## src/rtl/spi_port_pkg.sv

```systemverilog
package spi_port_pkg;

  typedef enum logic [1:0] {
    ROLE_OFF    = 2'd0,
    ROLE_MASTER = 2'd1,
    ROLE_SLAVE  = 2'd2
  } role_e;

  typedef enum logic [2:0] {
    SRC_DIV4   = 3'd0,
    SRC_DIV16  = 3'd1,
    SRC_DIV64  = 3'd2,
    SRC_TIMER  = 3'd3,
    SRC_RELOAD = 3'd4
  } clk_src_e;

  localparam logic [1:0] SEL_CTRL   = 2'd0;
  localparam logic [1:0] SEL_BUF    = 2'd1;
  localparam logic [1:0] SEL_RELOAD = 2'd2;
  localparam logic [1:0] SEL_STAT   = 2'd3;

  typedef struct packed {
    role_e    role;
    clk_src_e src;
    logic     ss_ctl;
  } mode_cfg_t;

  function automatic mode_cfg_t decode_mode(input logic en, input logic [3:0] m);
    mode_cfg_t c;
    c.role   = ROLE_OFF;
    c.src    = SRC_DIV4;
    c.ss_ctl = 1'b0;
    if (en) begin
      case (m)
        4'h0: begin c.role = ROLE_MASTER; c.src = SRC_DIV4;   end
        4'h1: begin c.role = ROLE_MASTER; c.src = SRC_DIV16;  end
        4'h2: begin c.role = ROLE_MASTER; c.src = SRC_DIV64;  end
        4'h3: begin c.role = ROLE_MASTER; c.src = SRC_TIMER;  end
        4'hA: begin c.role = ROLE_MASTER; c.src = SRC_RELOAD; end
        4'h4: begin c.role = ROLE_SLAVE;  c.ss_ctl = 1'b1;    end
        4'h5: begin c.role = ROLE_SLAVE;  c.ss_ctl = 1'b0;    end
        default: c.role = ROLE_OFF;
      endcase
    end
    return c;
  endfunction

endpackage

```

## src/rtl/spi_clkgen.sv

```systemverilog
module spi_clkgen import spi_port_pkg::*; #(
  parameter int RELOAD_W = 8
) (
  input  logic                clk,
  input  logic                rst,
  input  logic                run,
  input  clk_src_e            src,
  input  logic [RELOAD_W-1:0] reload,
  input  logic                timer_tick,
  output logic                half_pulse
);

  localparam int CW = RELOAD_W + 2;

  logic [CW-1:0] limit;
  logic [CW-1:0] cnt;

  // half-period length in system clocks for each divided source
  always_comb begin
    case (src)
      SRC_DIV16:  limit = CW'(8);
      SRC_DIV64:  limit = CW'(32);
      SRC_RELOAD: limit = {1'b0, reload, 1'b0} + CW'(2);
      default:    limit = CW'(2);
    endcase
  end

  always_ff @(posedge clk) begin
    if (rst || !run) begin
      cnt        <= '0;
      half_pulse <= 1'b0;
    end else if (src == SRC_TIMER) begin
      cnt        <= '0;
      half_pulse <= timer_tick;
    end else if (cnt == limit - CW'(1)) begin
      cnt        <= '0;
      half_pulse <= 1'b1;
    end else begin
      cnt        <= cnt + CW'(1);
      half_pulse <= 1'b0;
    end
  end

  // a divided source never yields back-to-back half-period pulses
  p_pulse_gap_r3: assert property (@(posedge clk) disable iff (rst)
    (half_pulse && src != SRC_TIMER) |=> !half_pulse);

endmodule

```

## src/rtl/spi_shifter.sv

```systemverilog
module spi_shifter import spi_port_pkg::*; #(
  parameter int W = 8
) (
  input  logic         clk,
  input  logic         rst,
  input  role_e        role,
  input  logic         ss_ctl,
  input  logic         cpol,
  input  logic         half_pulse,
  input  logic         load,
  input  logic [W-1:0] load_data,
  input  logic         sdi_raw,
  input  logic         sdi_s,
  input  logic         sck_s,
  input  logic         ss_n_s,
  output logic         busy,
  output logic         done,
  output logic [W-1:0] rx_data,
  output logic         sck_lvl,
  output logic         sdo_bit
);

  localparam int CNT_W = $clog2(W);
  localparam logic [CNT_W-1:0] LAST = CNT_W'(W - 1);

  logic [W-1:0]     shreg;
  logic [CNT_W-1:0] bitcnt;
  logic             samp;
  logic             lead;
  logic             mbusy;
  logic             sck_d;
  logic             lead_edge;
  logic             trail_edge;

  assign lead_edge  = (sck_s != sck_d) && (sck_s != cpol);
  assign trail_edge = (sck_s != sck_d) && (sck_s == cpol);

  always_comb begin
    case (role)
      ROLE_MASTER: busy = mbusy;
      ROLE_SLAVE:  busy = lead || (bitcnt != '0);
      default:     busy = 1'b0;
    endcase
  end

  assign rx_data = shreg;
  assign sdo_bit = shreg[W-1];

  always_ff @(posedge clk) begin
    if (rst) begin
      shreg   <= '0;
      bitcnt  <= '0;
      samp    <= 1'b0;
      lead    <= 1'b0;
      mbusy   <= 1'b0;
      done    <= 1'b0;
      sck_lvl <= 1'b0;
      sck_d   <= 1'b0;
    end else begin
      sck_d <= sck_s;
      done  <= 1'b0;
      case (role)
        ROLE_MASTER: begin
          if (load && !mbusy) begin
            shreg   <= load_data;
            mbusy   <= 1'b1;
            bitcnt  <= '0;
            lead    <= 1'b0;
            sck_lvl <= cpol;
          end else if (mbusy && half_pulse) begin
            sck_lvl <= ~sck_lvl;
            if (!lead) begin
              samp <= sdi_raw;
              lead <= 1'b1;
            end else begin
              lead  <= 1'b0;
              shreg <= {shreg[W-2:0], samp};
              if (bitcnt == LAST) begin
                bitcnt <= '0;
                mbusy  <= 1'b0;
                done   <= 1'b1;
              end else begin
                bitcnt <= bitcnt + CNT_W'(1);
              end
            end
          end else if (!mbusy) begin
            sck_lvl <= cpol;
          end
        end
        ROLE_SLAVE: begin
          mbusy   <= 1'b0;
          sck_lvl <= cpol;
          if (ss_ctl && ss_n_s) begin
            bitcnt <= '0;
            lead   <= 1'b0;
          end else if (lead_edge && !lead) begin
            samp <= sdi_s;
            lead <= 1'b1;
          end else if (trail_edge && lead) begin
            lead  <= 1'b0;
            shreg <= {shreg[W-2:0], samp};
            if (bitcnt == LAST) begin
              bitcnt <= '0;
              done   <= 1'b1;
            end else begin
              bitcnt <= bitcnt + CNT_W'(1);
            end
          end
          if (load && !busy) shreg <= load_data;
        end
        default: begin
          bitcnt  <= '0;
          lead    <= 1'b0;
          mbusy   <= 1'b0;
          sck_lvl <= cpol;
        end
      endcase
    end
  end

  // an idle master parks SCK at the polarity level
  p_sck_idle_r7: assert property (@(posedge clk) disable iff (rst)
    (role == ROLE_MASTER && !mbusy) |=> (sck_lvl == $past(cpol)));

  // a deselected gated slave holds its bit position at zero
  p_deselect_r12: assert property (@(posedge clk) disable iff (rst)
    (role == ROLE_SLAVE && ss_ctl && ss_n_s) |=> (bitcnt == '0 && !lead));

endmodule

```

## src/rtl/spi_port.sv

```systemverilog
module spi_port import spi_port_pkg::*; #(
  parameter int DATA_W   = 8,
  parameter int RELOAD_W = 8
) (
  input  logic              clk,
  input  logic              rst,
  input  logic              bus_wr,
  input  logic              bus_rd,
  input  logic [1:0]        bus_sel,
  input  logic [DATA_W-1:0] bus_wdata,
  output logic [DATA_W-1:0] bus_rdata,
  input  logic              timer_tick,
  input  logic              sck_in,
  output logic              sck_out,
  output logic              sck_oe,
  input  logic              sdi,
  output logic              sdo,
  output logic              sdo_oe,
  input  logic              ss_n
);

  logic                wcol_q, rov_q, en_q, cpol_q, full_q;
  logic [3:0]          mode_q;
  logic [RELOAD_W-1:0] reload_q;
  logic [DATA_W-1:0]   rxbuf_q;
  mode_cfg_t           cfg;

  logic [1:0] sck_sync, ss_sync, sdi_sync;
  logic       ctrl_wr, buf_wr, buf_rd, load, collide, ovf_set, run;
  logic       busy, done, half_pulse, sck_lvl, sdo_bit;
  logic [DATA_W-1:0] rx_data;

  assign cfg = decode_mode(en_q, mode_q);

  assign ctrl_wr = bus_wr && (bus_sel == SEL_CTRL);
  assign buf_wr  = bus_wr && (bus_sel == SEL_BUF);
  assign buf_rd  = bus_rd && (bus_sel == SEL_BUF);
  assign load    = buf_wr && (cfg.role != ROLE_OFF);
  assign collide = load && busy;
  assign ovf_set = done && (cfg.role == ROLE_SLAVE) && full_q;
  assign run     = (cfg.role == ROLE_MASTER) && busy;

  // two-stage synchronisers for the externally timed inputs
  always_ff @(posedge clk) begin
    if (rst) begin
      sck_sync <= '0;
      ss_sync  <= '1;
      sdi_sync <= '0;
    end else begin
      sck_sync <= {sck_sync[0], sck_in};
      ss_sync  <= {ss_sync[0], ss_n};
      sdi_sync <= {sdi_sync[0], sdi};
    end
  end

  spi_clkgen #(.RELOAD_W(RELOAD_W)) u_clkgen (
    .clk        (clk),
    .rst        (rst),
    .run        (run),
    .src        (cfg.src),
    .reload     (reload_q),
    .timer_tick (timer_tick),
    .half_pulse (half_pulse)
  );

  spi_shifter #(.W(DATA_W)) u_shifter (
    .clk        (clk),
    .rst        (rst),
    .role       (cfg.role),
    .ss_ctl     (cfg.ss_ctl),
    .cpol       (cpol_q),
    .half_pulse (half_pulse),
    .load       (load),
    .load_data  (bus_wdata),
    .sdi_raw    (sdi),
    .sdi_s      (sdi_sync[1]),
    .sck_s      (sck_sync[1]),
    .ss_n_s     (ss_sync[1]),
    .busy       (busy),
    .done       (done),
    .rx_data    (rx_data),
    .sck_lvl    (sck_lvl),
    .sdo_bit    (sdo_bit)
  );

  always_ff @(posedge clk) begin
    if (rst) begin
      wcol_q    <= 1'b0;
      rov_q     <= 1'b0;
      en_q      <= 1'b0;
      cpol_q    <= 1'b0;
      mode_q    <= '0;
      reload_q  <= '0;
      rxbuf_q   <= '0;
      full_q    <= 1'b0;
      bus_rdata <= '0;
    end else begin
      if (ctrl_wr) begin
        en_q   <= bus_wdata[5];
        cpol_q <= bus_wdata[4];
        mode_q <= bus_wdata[3:0];
      end
      if (bus_wr && bus_sel == SEL_RELOAD) reload_q <= bus_wdata[RELOAD_W-1:0];
      // sticky flags: hardware sets, a written zero clears, a written one keeps
      wcol_q <= collide || (wcol_q && !(ctrl_wr && !bus_wdata[7]));
      rov_q  <= ovf_set || (rov_q && !(ctrl_wr && !bus_wdata[6]));

      if (done && (cfg.role == ROLE_MASTER || (cfg.role == ROLE_SLAVE && !full_q))) begin
        rxbuf_q <= rx_data;
        full_q  <= 1'b1;
      end else if (buf_rd) begin
        full_q <= 1'b0;
      end

      if (bus_rd) begin
        case (bus_sel)
          SEL_CTRL:   bus_rdata <= DATA_W'({wcol_q, rov_q, en_q, cpol_q, mode_q});
          SEL_BUF:    bus_rdata <= rxbuf_q;
          SEL_RELOAD: bus_rdata <= DATA_W'(reload_q);
          default:    bus_rdata <= DATA_W'(full_q);
        endcase
      end
    end
  end

  assign sck_out = sck_lvl;
  assign sck_oe  = (cfg.role == ROLE_MASTER);
  assign sdo     = sdo_bit;
  assign sdo_oe  = (cfg.role == ROLE_MASTER) ||
                   ((cfg.role == ROLE_SLAVE) && !(cfg.ss_ctl && ss_sync[1]));

  // a master never raises the overflow flag
  p_master_no_ovf_r11: assert property (@(posedge clk) disable iff (rst)
    (cfg.role == ROLE_MASTER && !rov_q) |=> !rov_q);

  // collision flag survives anything but a zero written to bit 7
  p_wcol_sticky_r8: assert property (@(posedge clk) disable iff (rst)
    (wcol_q && !(ctrl_wr && !bus_wdata[7])) |=> wcol_q);

  // an overflowing slave byte leaves the buffer untouched
  p_ovf_keeps_buf_r10: assert property (@(posedge clk) disable iff (rst)
    (done && cfg.role == ROLE_SLAVE && full_q) |=> $stable(rxbuf_q));

endmodule

```

## config.mk

```make
export PLATFORM = sky130hd
export DESIGN_NAME = spi_port
export DESIGN_NICKNAME = d
export VERILOG_FILES = /design/src/rtl/spi_port_pkg.sv /design/src/rtl/spi_clkgen.sv /design/src/rtl/spi_shifter.sv /design/src/rtl/spi_port.sv
export SDC_FILE = /design/constraint.sdc
export NUM_CORES = 1
export LEC_CHECK = 0
export ABC_AREA = 1
export BUFFER_PORTS_ARGS = -buffer_cell sky130_fd_sc_hd__buf_2
export CAP_MARGIN = 20
export CORE_ASPECT_RATIO = 0.7
export CORE_UTILIZATION = 30
export DETAILED_ROUTE_END_ITERATION = 6
export PLACE_DENSITY = 0.55
export SYNTH_ARGS = -nofsm -noshare
export SYNTH_HDL_FRONTEND = slang
export SYNTH_SLANG_ARGS = --single-unit
```

## constraint.sdc

```tcl
create_clock -name clk -period 2.5 [get_ports clk]
set_input_delay 0.5 -clock clk [delete_from_list [all_inputs] [get_ports clk]]
set_output_delay 0.5 -clock clk [all_outputs]
set_load 0.03 [all_outputs]
```

# Word level (Yosys, flattened, before mapping)
# Index checks and enable logic that the tools add are counted.
[totals]
ff_bits = 67
in_bits = 18
[op_classes]
n_addsub = 4
eq_ne = 33
n_mux = 56
bitwise_logic = 2
reduce_logical = 58
[op_table]
columns = ["op", "count"]
rows = [
  ["2-to-1 mux 8 bit", 7],
  ["2-to-1 mux 1 bit", 31],
  ["case mux 10 bit (3 select lines)", 1],
  ["logical AND 1 bit", 24],
  ["case mux 8 bit (3 select lines)", 1],
  ["2-to-1 mux 3 bit", 7],
  ["case mux 8 bit (2 select lines)", 1],
  ["!= test 3 x 1 -> 1 bit, second input constant", 4],
  ["case mux 3 bit (4 select lines)", 1],
  ["AND reduction 6 bit", 2],
  ["nonzero test 2 bit", 6],
  ["adder 10 x 1 -> 10 bit, second input constant", 1],
  ["adder 9 x 2 -> 10 bit, second input constant", 1],
  ["== test 10 bit", 1],
  ["logical NOT 1 bit", 10],
  ["subtractor 10 x 1 -> 10 bit, second input constant", 1],
  ["== test 4 x 2 -> 1 bit, second input constant", 2],
  ["== test 4 x 3 -> 1 bit, second input constant", 2],
  ["case mux 1 bit (2 select lines)", 4],
  ["== test 3 x 2 -> 1 bit, second input constant", 2],
  ["== test 3 bit, second input constant", 2],
  ["logical OR 1 bit", 6],
  ["2-to-1 mux 6 bit", 1],
  ["!= test 2 bit, second input constant", 3],
  ["25 further kinds", 32],
]

# Longest topological paths before layout
# Gate-level depths: netlist of the first run.
[logic_depth]
ltp_word = 10
mapped_depth = 18
mapped_depth_nobuf = 18

# Hierarchy
# From an unflattened synthesis of the first run, not the netlist that was laid out.
[unflattened]
cells_unflattened = 671
hier_area_um2 = 4305.4
[modules_own_cells]
columns = ["mod", "n_inst", "cells_per_inst", "area_each_um2"]
rows = [
  ["spi_port", 1, 247, 1735.4],
  ["spi_shifter", 1, 221, 1367.6],
  ["spi_clkgen", 1, 203, 1202.4],
]

# Worst setup path before layout of the first run
# OpenSTA, ideal clock, no wires.
[synth_timing]
kind = "register to register"
startpoint = "register mode_q[2]"
endpoint = "register u_shifter.shreg[7] (netlist: u_shifter.rx_data[7])"
setup_ns = 0.117
t_arrival_ns = 2.292
t_required_ns = 2.383
path_slack_ns = 0.090
path_stages_with_launch = 17
n_path_buf = 1
cell_sequence = "dfxtp_1 -> nor2_2 -> nand2_1 -> nor2_4 -> a21oi_1 -> inv_1 -> ha_1 -> nand2_1 -> a21oi_1 -> inv_1 -> a21oi_1 -> nand2_1 -> nand3_1 -> inv_1 -> buf_2 -> o21ai_0 -> nor2_1"
[synth_via]
elab_chain_cells = 10
[synth_lines]
columns = ["item", "line_no", "text"]
rows = [
  ["start: declaration", "spi_port.sv:23", "logic [3:0] mode_q;"],
  ["start signal: assignment", "spi_port.sv:101", "mode_q <= bus_wdata[3:0];"],
  ["== test 4 bit (tied with other cells)", "spi_port_pkg.sv:34", "case (m)"],
  ["OR reduction 5 bit (no line) / OR reduction 2 bit (equally long branches)", "--", ""],
  ["case mux 2 bit (2 select lines) (*)", "spi_port_pkg.sv:34", ""],
  ["2-to-1 mux 6 bit (*)", "spi_port_pkg.sv:33", "if (en) begin"],
  ["== test 2 x 1 -> 1 bit (*)", "--", ""],
  ["named net sck_oe", "spi_port.sv:15", "output logic sck_oe,"],
  ["case mux 1 bit (2 select lines)", "spi_shifter.sv:39", "case (role)"],
  ["logical NOT 1 bit", "spi_shifter.sv:109", "if (load && !busy) shreg <= load_data;"],
  ["logical AND 1 bit", "spi_shifter.sv:109", ""],
  ["!= test 3 bit (no line) (tied with other cells)", "--", ""],
  ["AND reduction 6 bit (no line) / case mux 8 bit (2 select lines) (equally long branches)", "--", ""],
  ["end signal: assignment", "spi_shifter.sv:77", "shreg <= {shreg[W-2:0], samp};"],
  ["end signal: assignment", "spi_shifter.sv:101", "shreg <= {shreg[W-2:0], samp};"],
  ["end signal: assignment", "spi_shifter.sv:109", ""],
  ["end: declaration", "spi_shifter.sv:26", "logic [W-1:0] shreg;"],
]
# Mark *: on every way through the listed nets, which the timed path passes. The rest lies on a longest branch.
# A chain may end at the register's enable or synchronous reset.

# Final worst setup path of the first run
[layout_timing]
startpoint = "register mode_q[2]"
endpoint = "register u_clkgen.cnt[0]"
[layout_via]
elab_chain_cells = 10
[layout_lines]
columns = ["item", "line_no", "text"]
rows = [
  ["== test 4 bit (tied with other cells)", "spi_port_pkg.sv:34", ""],
  ["OR reduction 5 bit (no line) / OR reduction 2 bit (equally long branches)", "--", ""],
  ["case mux 2 bit (2 select lines)", "spi_port_pkg.sv:34", ""],
  ["2-to-1 mux 6 bit (*)", "spi_port_pkg.sv:33", ""],
  ["branches (longest 5 deep; another with subtractor 10 x 1 -> 10 bit)", "--", ""],
  ["OR reduction 3 bit (no line) (*)", "--", ""],
  ["end signal: assignment", "spi_clkgen.sv:39", "cnt <= cnt + CW'(1);"],
  ["end: declaration", "spi_clkgen.sv:16", "logic [CW-1:0] cnt;"],
]
# Every way passes the cells marked *.

==> metrics.yaml, run 1 <==
antenna_found_initial: 0
p_sw_uw: 676
fin_cells: 723
fin_crit_ns: 2.42
p_comb_share_pct: 8.6
nets: 592
die_h_um: 92.1
ant_nets: 0
cts_buffers: 9
initial_core_util_pct: 31.1
wl_per_cell_um: 13.7
hold_slack_ns: 0.342
dp_cells: 696
clk_latency_ns: 0.34
die_area_sq_um: 12000
drc: 0
yosysWarningCount: 0
finalCritPeriodShare_pct: 96.7
die_width_um: 131
clkPwrFrac_pct: 46.9
diodes: 0
via_per_inst: 4.84
h-tree-depth: 3
slowest_stage: "dfxtp_4"
coreArea_sq_um: 11200
cp.required_ns: 2.73
hold_buffers: 0
path_class: "flip-flop to flip-flop"
wl_mm: 9.92
fmax_mhz: 414
grt_pass1_wl_mm: 15.9
root_buffer: "clkbuf_16"
placementRows: 32
relSlewSlack_pct: 69.1
critical_path_buf_inv_count: 1
ys_ff_latch: 67
p_leak_uw: 0.00182
synth_fp_nets: 535
worst_setup_path_end_kind: "flip-flop"
ios: 30
areaGrowthSynthToFinish_pct: 25.9
finalHoldViolations: 0
postPlaceCellArea_sq_um: 3900
final_area_sq_um: 4380
io_buffer_count: 29
clkTransAtPathRegs_ns: 0.06
maxSlewViolCount: 0
rsz0062_at_grt: "yes"
powerDensity_nw_per_um2: 577
drt_iter0_markers: 251
path_delay_family: "simple AND/OR/NAND/NOR gates"
pwr-share-seq_pct: 44.5
grt_overflow_total: 0
grt_max_degree: 32
skew_ns: 0.00611
drive_above_1_share_pct: 20.7
cap_violations: 0
intPower_uw: 1850
avgSynthCellArea_sq_um: 6.85
ir_worst_vdd_v: 0.000362
hold_path.class: "input pin to flip-flop"
grt_pass1_vias: 3184
path_cells: "nor2_4, nand2_2, nor2_4, buf_6, nand2_4, ha_4, o21ai_2, a21oi_1, nand2_1, nor2_1, nand2_1, a21oi_2, nand2_1, nor2_1, nand4_2, nand3_4, nor2_2"
crit_path_frequent_cell: "nand2_1"
ys_seq_area_share_pct: 38.5
dp_hpwl_mm: 7.30
syn_area_sq_um: 3480
vias: 3499
synthCells: 508
p_sw_share_pct: 26.8
arrival_ns: 2.65
setup_viol: 0
ff2ff_setup_slack_ns: 0.08
yosysUniqueCellTypes: 35
clockBufferDepth: 2
gp_congestion: 0.852
cp_max_fo: 5
final_core_util_pct: 39.2
status: "finished clean"
slowest_delay_ns: 0.37
clock-sinks: 67
cp-start-kind: "flip-flop"
cts_tree: "done"
drt_pre_antenna_iters: 5
grt_use_total_pct: 17.5
worst_pin_slew_ns: 0.463
-- what timing repair did --
item,in CTS,in global routing
setup endpoints to repair,6,20
hold endpoints to repair,0,0
pin swaps,0,12
buffers inserted,0,10
gates cloned,0,1
gates resized for setup,2,42
-- final timing paths --
path                          startpoint  cells after the start                         end
hold reg to reg   sck_sync[0]$_SDFF_PP0_                      2      sck_sync[1]$_SDFF_PP0_
hold / removal                      ss_n                      2       ss_sync[0]$_SDFF_PP1_
setup / recovery  mode_q[2]$_SDFFE_PP0P_                     17  u_clkgen.cnt[0]$_SDFF_PP0_
setup reg to reg  mode_q[2]$_SDFFE_PP0P_                     17  u_clkgen.cnt[0]$_SDFF_PP0_
-- synth_stat cells --
library cell	count	area, sq um
o21ai_0	53	265
dfxtp_1	67	1340
nor3_2	1	10.0
nand4_1	6	37.5
a221oi_1	1	8.76
o21bai_1	1	7.51
o2111a_1	1	11.3
nor2_1	53	199
xnor2_1	6	52.6
nor4_1	1	6.26
a31oi_1	1	6.26
clkinv_1	1	3.75
inv_1	76	285
o21ai_2	1	8.76
nor2_4	1	11.3
or2_2	2	12.5
a211oi_1	1	7.51
nor2_2	3	18.8
a21oi_1	55	275
o22ai_1	2	12.5
nand3_4	1	17.5
xor2_1	6	52.6
nor3_1	7	35.0
o211ai_1	3	22.5
nand2_1	94	353
a22oi_1	1	7.51
nand3_2	2	20.0
nand2_2	1	6.26
a32o_1	1	10.0
ha_1	9	113
buf_2	2	10.0
nand3_1	34	170
nand4_2	1	12.5
clkbuf_1	9	33.8
o221ai_1	4	35.0
-- power groups by stage --
stage | clock (uW) | combinational (uW) | sequential, uW
detailed placement | 0 | 197 | 1150
CTS | 1210 | 199 | 1120
global route | 1260 | 240 | 1130
finish | 1190 | 217 | 1120
global placement | 0 | 194 | 1140
floorplan | 0 | 117 | 1150
-- routing by layer --
metal  global-route usage, %  share of wire, %
met1                    25.9                53
met2                    23.6                41
met3                    5.08               5.4
met4                    5.27               1.2
met5                       0                 0
-- layout by cell type, fill, tap and decap left out, drive strengths merged --
| cell | n |
|---|---|
| a211oi | 1 |
| a21oi | 55 |
| a221oi | 1 |
| a22oi | 1 |
| a31oi | 1 |
| a32o | 1 |
| buf | 56 |
| clkbuf | 9 |
| clkinv | 3 |
| clkinvlp | 4 |
| dfxtp | 67 |
| ha | 9 |
| inv | 77 |
| nand2 | 95 |
| nand3 | 38 |
| nand4 | 7 |
| nor2 | 57 |
| nor3 | 8 |
| nor4 | 1 |
| o2111a | 1 |
| o211ai | 3 |
| o21ai | 54 |
| o21bai | 1 |
| o221ai | 4 |
| o22ai | 2 |
| or2 | 2 |
| xnor2 | 6 |
| xor2 | 6 |
-- cell families (layout without fill, tap and decap cells) --
group / after synthesis / after routing / synth area share [%]
simple gates: 207 / 208 / 26.1
compound gates: 125 / 125 / 19.5
buf+inv: 88 / 149 / 9.56
flops: 67 / 67 / 38.5
xor+xnor: 12 / 12 / 3.02
fa+ha+maj: 9 / 9 / 3.24
-- metrics by stage --
stage / power (uW) / setup TNS, ns / setup slack (ns)
after global placement: 1340 / 0 / 0.0743
after detailed placement: 1340 / -0.122 / -0.0661
after floorplan: 1260 / 0 / 0.0903
after CTS: 2530 / 0 / 0.0416
final: 2530 / 0 / 0.0819
after global routing: 2630 / -1.15 / -0.103
-- state kept, by name, indices dropped and copies added, names as in the netlist, 2 cells and up --
signal,flops
bus_rdata,8
mode_q,4
reload_q,8
rxbuf_q,8
sck_sync,2
sdi_sync,2
ss_sync,2
u_clkgen.cnt,10
u_shifter.bitcnt,3
u_shifter.rx_data,8
-- area by class of cell --
class	instances	area [sq um]
Clock buffer	9	225
Clock inverter	7	53.8
Fill cell	1176	6790
Inverter	77	293
Multi-Input combinational cell	354	1910
Sequential cell	67	1350
Tap cell	153	191
Timing Repair Buffer	56	355
Power figures use the tool's default switching activity.
==> run 2, diff against run 1 <==
CORE_MARGIN = 2   (was unset)
CTS_BUF_LIST = sky130_fd_sc_hd__clkbuf_8   (was unset)
==> run 2 against run 1 <==
Compared with the run above:
- global-route usage fell by 1.2 points
- cell area fell by 0.97%
- largest cell class unchanged
- cell count fell by 0.55%
- clock power fell by 5%
- power fell by 2.3%
- highest routed layer unchanged
- register-to-register slack got worse by 0.02 ns
- critical endpoint is now u_clkgen.cnt[6]$_SDFF_PP0_
==> metrics.yaml, run 2 (same netlist as run 1, synthesis figures left out) <==
dp_cells: 695
cap_violations: 0
io_buffer_count: 29
num-fill-cells: 1198
reg2reg_from: "mode_q[2]$_SDFFE_PP0P_"
critical_path_buf_inv_count: 1
ff2ff_setup_slack_ns: 0.06
via_per_inst: 4.83
die_width_um: 133
cts_tree: "done"
slowest_delay_ns: 0.37
skew_ns: 0.00544
cts_buffers: 9
drt_iter0_markers: 311
worst_pin_slew_ns: 0.453
reg2reg_depth: 17
multiInputGateArea_sq_um: 1920
maxSlewViolCount: 0
path_class: "flip-flop to flip-flop"
clkTransAtPathRegs_ns: 0.07
hold_path.class: "input pin to flip-flop"
mostFrequentLayoutCells: "nand2_1, inv_1, dfxtp_1, o21ai_0, a21oi_1"
antenna_found_initial: 0
coreArea_sq_um: 11200
dp_hpwl_mm: 7.30
grt_max_degree: 32
worst_setup_path_end_kind: "flip-flop"
seq_area_sq_um: 1350
path_cells: "nor2_4, nand2_2, nor2_4, buf_6, nand2_4, ha_4, o21ai_2, a21oi_1, nand2_1, nor2_1, nand2_1, a21oi_2, nand2_1, nor2_2, nand4_4, nand3_4, nor2_2"
rsz0062_at_grt: "yes"
total_power_uw: 2470
initial_core_util_pct: 31.1
clockBufferDepth: 2
fmax_mhz: 410
powerDensity_nw_per_um2: 569
grt_pass1_wl_mm: 15.9
grt_pass1_vias: 3211
h-tree-depth: 3
hold_depth: 2
ant_nets: 0
fin_tns_setup_ns: 0
p_leak_uw: 0.00178
crit_path_frequent_cell: "nand2_1"
die_area_sq_um: 12500
final_common_cell: "nand2_1"
nets: 588
root_buffer: "clkbuf_8"
path_delay_family: "simple AND/OR/NAND/NOR gates"
dp_slack_ns: -0.0495
relSlewSlack_pct: 69.7
clk_latency_ns: 0.36
fin_cells: 719
placementRows: 32
vias: 3471
drive_above_1_share_pct: 20.1
hold_path_end: "ss_sync[0]$_SDFF_PP1_"
status: "finished clean"
fin_crit_ns: 2.44
drt_pre_antenna_iters: 5
cp.required_ns: 2.75
final_core_util_pct: 38.8
setup_viol: 0
die_h_um: 94.1
grt_overflow_total: 0
diodes: 0
gp_congestion: 0.896
areaGrowthSynthToFinish_pct: 24.6
slowest_stage: "dfxtp_4"
largest_register_ffs: 10
worstHoldStart: "ss_n"
cp-start-kind: "flip-flop"
cp_max_fo: 5
top_register: "u_clkgen.cnt"
grt_use_total_pct: 16.2
ios: 30
hold_buffers: 0
wl_per_cell_um: 13.7
arrival_ns: 2.69
wl_mm: 9.83
ir_worst_vdd_v: 0.000349
drc: 0
finalCritPeriodShare_pct: 97.6
worst_slack_ns: 0.0600
finalHoldViolations: 0
reg2reg_to: "u_clkgen.cnt[6]$_SDFF_PP0_"
clock-sinks: 67
## run 2: cell types whose count changed in the layout (fill, tap and decap cells not counted), sizes merged
| cell | change |
|---|---|
| buf | -6 |
| bufinv | +3 |
| clkbuf | +2 |
| clkinv | -3 |
| clkinvlp | +1 |
| inv | -1 |
## run 2: cell type report
class                           instances  share of cell area, %
Multi-Input combinational cell        354                   44.3
Sequential cell                        67                   31.2
Timing Repair Buffer                   51                   7.30
Inverter                               77                   6.81
Tap cell                              153                   4.41
Clock buffer                           10                   3.17
Clock inverter                          6                   2.60
Timing Repair inverter                  1                  0.173
## run 2: where the power goes
part	total, uW	internal [uW]	leakage [uW]	switching, uW
Sequential	1120	1100	0.000547	25.6
Combinational	214	74.8	0.00112	139
Clock	1130	689	0.000115	442
Total	2470	1860	0.00178	607
## run 2: metrics by stage
step	hold WS (ns)	instance area, sq um
global placement	0.394	3890
global route	0.316	4340
CTS	0.306	4150
finish	0.325	4340
floorplan	0.388	3480
detailed placement	0.399	3890
## run 2: layer usage
metal | wire length (um) | track usage (%) | part of all wire (%) | vias up
met5 | 0 | 0 | 0 | -
met3 | 589 | 4.37 | 6.0 | 15
li1 | - | - | - | 1784
met4 | 133 | 4.93 | 1.4 | 0
met2 | 3910 | 23.4 | 40 | 104
met1 | 5200 | 23.3 | 53 | 1568
## run 2: worst max path at each step
stage	to	from	slack, ns	depth (start not counted)
final	u_clkgen.cnt[6]$_SDFF_PP0_	mode_q[2]$_SDFFE_PP0P_	0.06	17
after global routing	u_clkgen.cnt[6]$_SDFF_PP0_	mode_q[2]$_SDFFE_PP0P_	-0.11	17
after CTS	sdo_oe	mode_q[2]$_SDFFE_PP0P_	0.02	10
after detailed placement	u_clkgen.cnt[1]$_SDFF_PP0_	en_q$_SDFFE_PP0P_	-0.05	17
after global placement	u_clkgen.cnt[9]$_SDFF_PP0_	en_q$_SDFFE_PP0P_	-0.01	17
after floorplan	u_shifter.rx_data[7]$_SDFFE_PP0P_	mode_q[2]$_SDFFE_PP0P_	0.09	16
## run 2: repair_timing
action | 4_1_cts | 5_1_grt
pin swaps | 0 | 14
setup buffers | 0 | 6
gates resized for setup | 4 | 39
gates cloned | 0 | 2
endpoints found under the setup margin | 16 | 20
==> run 3, diff against run 2 <==
CAP_MARGIN = 5   (was 20)
CORE_ASPECT_RATIO = 1.5   (was 0.7)
==> run 3 against run 2 <==
Compared with the run above:
- global-route usage grew 0.58 points
- power decreased by 2.5%
- hold slack gained 0.0015 ns
- clock power down 8%
- register-to-register slack better by 0.04 ns
- setup slack improved by 0.042 ns
- count of clock-buffer cells in the layout increased by 1
- core utilization up 0.68 points
- die area about the same
- via count grew 0.81%
- critical path type unchanged
==> metrics.yaml, run 3 (same netlist as run 1, synthesis figures left out) <==
wl_per_cell_um: 14.1
hold_path_end: "ss_sync[0]$_SDFF_PP1_"
grt_pass1_wl_mm: 16.5
hold_buffers: 0
grt_pass1_vias: 3488
clock-sinks: 67
nets: 600
pwr-share-seq_pct: 46.7
slowest_delay_ns: 0.38
ir_worst_vdd_v: 0.000253
cp_max_fo: 8
h-tree-depth: 3
drt_pre_antenna_iters: 4
fmax_mhz: 417
intPower_uw: 1800
grt_max_degree: 35
cap_violations: 0
cp-start-kind: "flip-flop"
clk_latency_ns: 0.35
cp.required_ns: 2.74
path_cells: "nor2_4, nand2_2, nor2_4, a21oi_4, inv_2, ha_4, nand2_1, a21oi_2, inv_2, a21oi_4, buf_4, nand2_1, nand3_4, buf_12, clkinvlp_4, o21ai_0, nor2_1"
status: "finished clean"
drc: 0
dp_hpwl_mm: 7.62
wl_mm: 10.3
via_per_inst: 4.81
io_buffer_count: 29
areaGrowthSynthToFinish_pct: 29.6
use_met2_pct: 30.8
clockBufferDepth: 2
mostFrequentLayoutCells: "nand2_1, inv_1, dfxtp_1, a21oi_1, nor2_1"
skew_ns: 0.0120
worst_pin_slew_ns: 0.447
coreArea_sq_um: 11400
p_comb_share_pct: 10.1
die_area_sq_um: 12500
hold_path.class: "input pin to flip-flop"
die_width_um: 91.9
clkTransAtPathRegs_ns: 0.07
placementRows: 48
reg2reg_depth: 17
antenna_found_initial: 0
worst_setup_path_end_kind: "flip-flop"
die_h_um: 136
initial_core_util_pct: 30.5
fin_crit_ns: 2.40
p_leak_uw: 0.00185
finalHoldViolations: 0
p_sw_share_pct: 25.2
top_register: "u_clkgen.cnt"
vias: 3499
drive_above_1_share_pct: 24.0
ios: 30
cts_tree: "done"
largest_register_ffs: 10
p_sw_uw: 607
gp_congestion: 0.871
clkPwrFrac_pct: 43.2
diodes: 0
path_class: "flip-flop to flip-flop"
grt_overflow_total: 0
grtUsageMet3_pct: 2.38
dp_cells: 698
slowest_stage: "dfxtp_4"
reg2reg_to: "u_shifter.rx_data[4]$_SDFFE_PP0P_"
rsz0062_at_grt: "yes"
use_met1_pct: 18.2
maxSlewViolCount: 0
powerDensity_nw_per_um2: 534
ff2ff_setup_slack_ns: 0.10
relSlewSlack_pct: 70.1
cts_buffers: 9
final_common_cell: "nand2_1"
dp_slack_ns: -0.237
root_buffer: "clkbuf_8"
drt_iter0_markers: 167
ant_nets: 0
arrival_ns: 2.64
fin_cells: 728
worst_slack_ns: 0.102
final_core_util_pct: 39.5
finalCritPeriodShare_pct: 95.9
top_usage_layer: "met2"
grt_use_total_pct: 16.8
reg2reg_from: "mode_q[2]$_SDFFE_PP0P_"
setup_viol: 0
worstHoldStart: "ss_n"
hold_depth: 2
## run 3: cell types whose count changed in the layout (fill, tap and decap cells not counted), sizes merged
cell      before  now
buf           50   63
clkinvlp       5    4
bufinv         3    2
clkinv         0    1
## run 3: how the worst max path moves through the flow
stage	startpoint	end	slack [ns]	cells past startpoint
after global routing	mode_q[2]$_SDFFE_PP0P_	u_shifter.rx_data[5]$_SDFFE_PP0P_	-0.09	16
after detailed placement	mode_q[2]$_SDFFE_PP0P_	u_shifter.rx_data[5]$_SDFFE_PP0P_	-0.24	14
after global placement	mode_q[2]$_SDFFE_PP0P_	u_shifter.rx_data[0]$_SDFFE_PP0P_	-0.15	14
final	mode_q[2]$_SDFFE_PP0P_	u_shifter.rx_data[4]$_SDFFE_PP0P_	0.10	17
after CTS	mode_q[0]$_SDFFE_PP0P_	u_clkgen.cnt[0]$_SDFF_PP0_	0.006	18
after floorplan	mode_q[2]$_SDFFE_PP0P_	u_shifter.rx_data[7]$_SDFFE_PP0P_	0.09	16
## run 3: final cells by class
cell class              instances  area (sq um)
fillers                      1224          6900
multi-input cells             354          2020
flip-flops and latches         67          1350
repair buffers                 63           420
inverters                      77           297
well taps                     150           188
clock buffers                  11           151
clock inverters                 5          76.3
repair inverters                1          7.51
## run 3: repair_timing
item                       CTS  global route
setup endpoints to repair   20            20
gates cloned                 1             1
pin swaps                    1            22
resized for setup            8            65
setup buffers                3             9
## run 3: per-stage QoR
step	TNS [ns]	cell area, sq um	hold slack, ns	power (uW)
after global routing	-1.01	4510	0.322	2510
final	0	4510	0.326	2410
after global placement	-1.62	3930	0.391	1350
after CTS	0	4210	0.308	2400
after detailed placement	-2.78	3930	0.401	1350
after floorplan	0	3480	0.388	1260
## run 3: critical path, delay by kind of cell, from the launching register on
kind,cells,cell delay (ns)
adder cells (fa/ha/maj),1,0.13
AO/OA/AOI/OAI,4,0.60
buffers and inverters,5,0.51
AND/OR/NAND/NOR,7,0.66
flip-flops,1,0.38
## run 3: power groups by stage
stage	Sequential, uW	Combinational, uW	Clock [uW]
2_1_floorplan	1150	117	0
3_3_place_gp	1150	204	0
3_5_place_dp	1150	206	0
4_1_cts	1120	211	1060
5_1_grt	1130	269	1110
6_report	1130	243	1040
## run 3: metal layers
metal,up-vias,routed length (um)
met5,-,0
met4,0,359
met3,19,212
met2,56,5580
met1,1620,4140
li1,1804,-
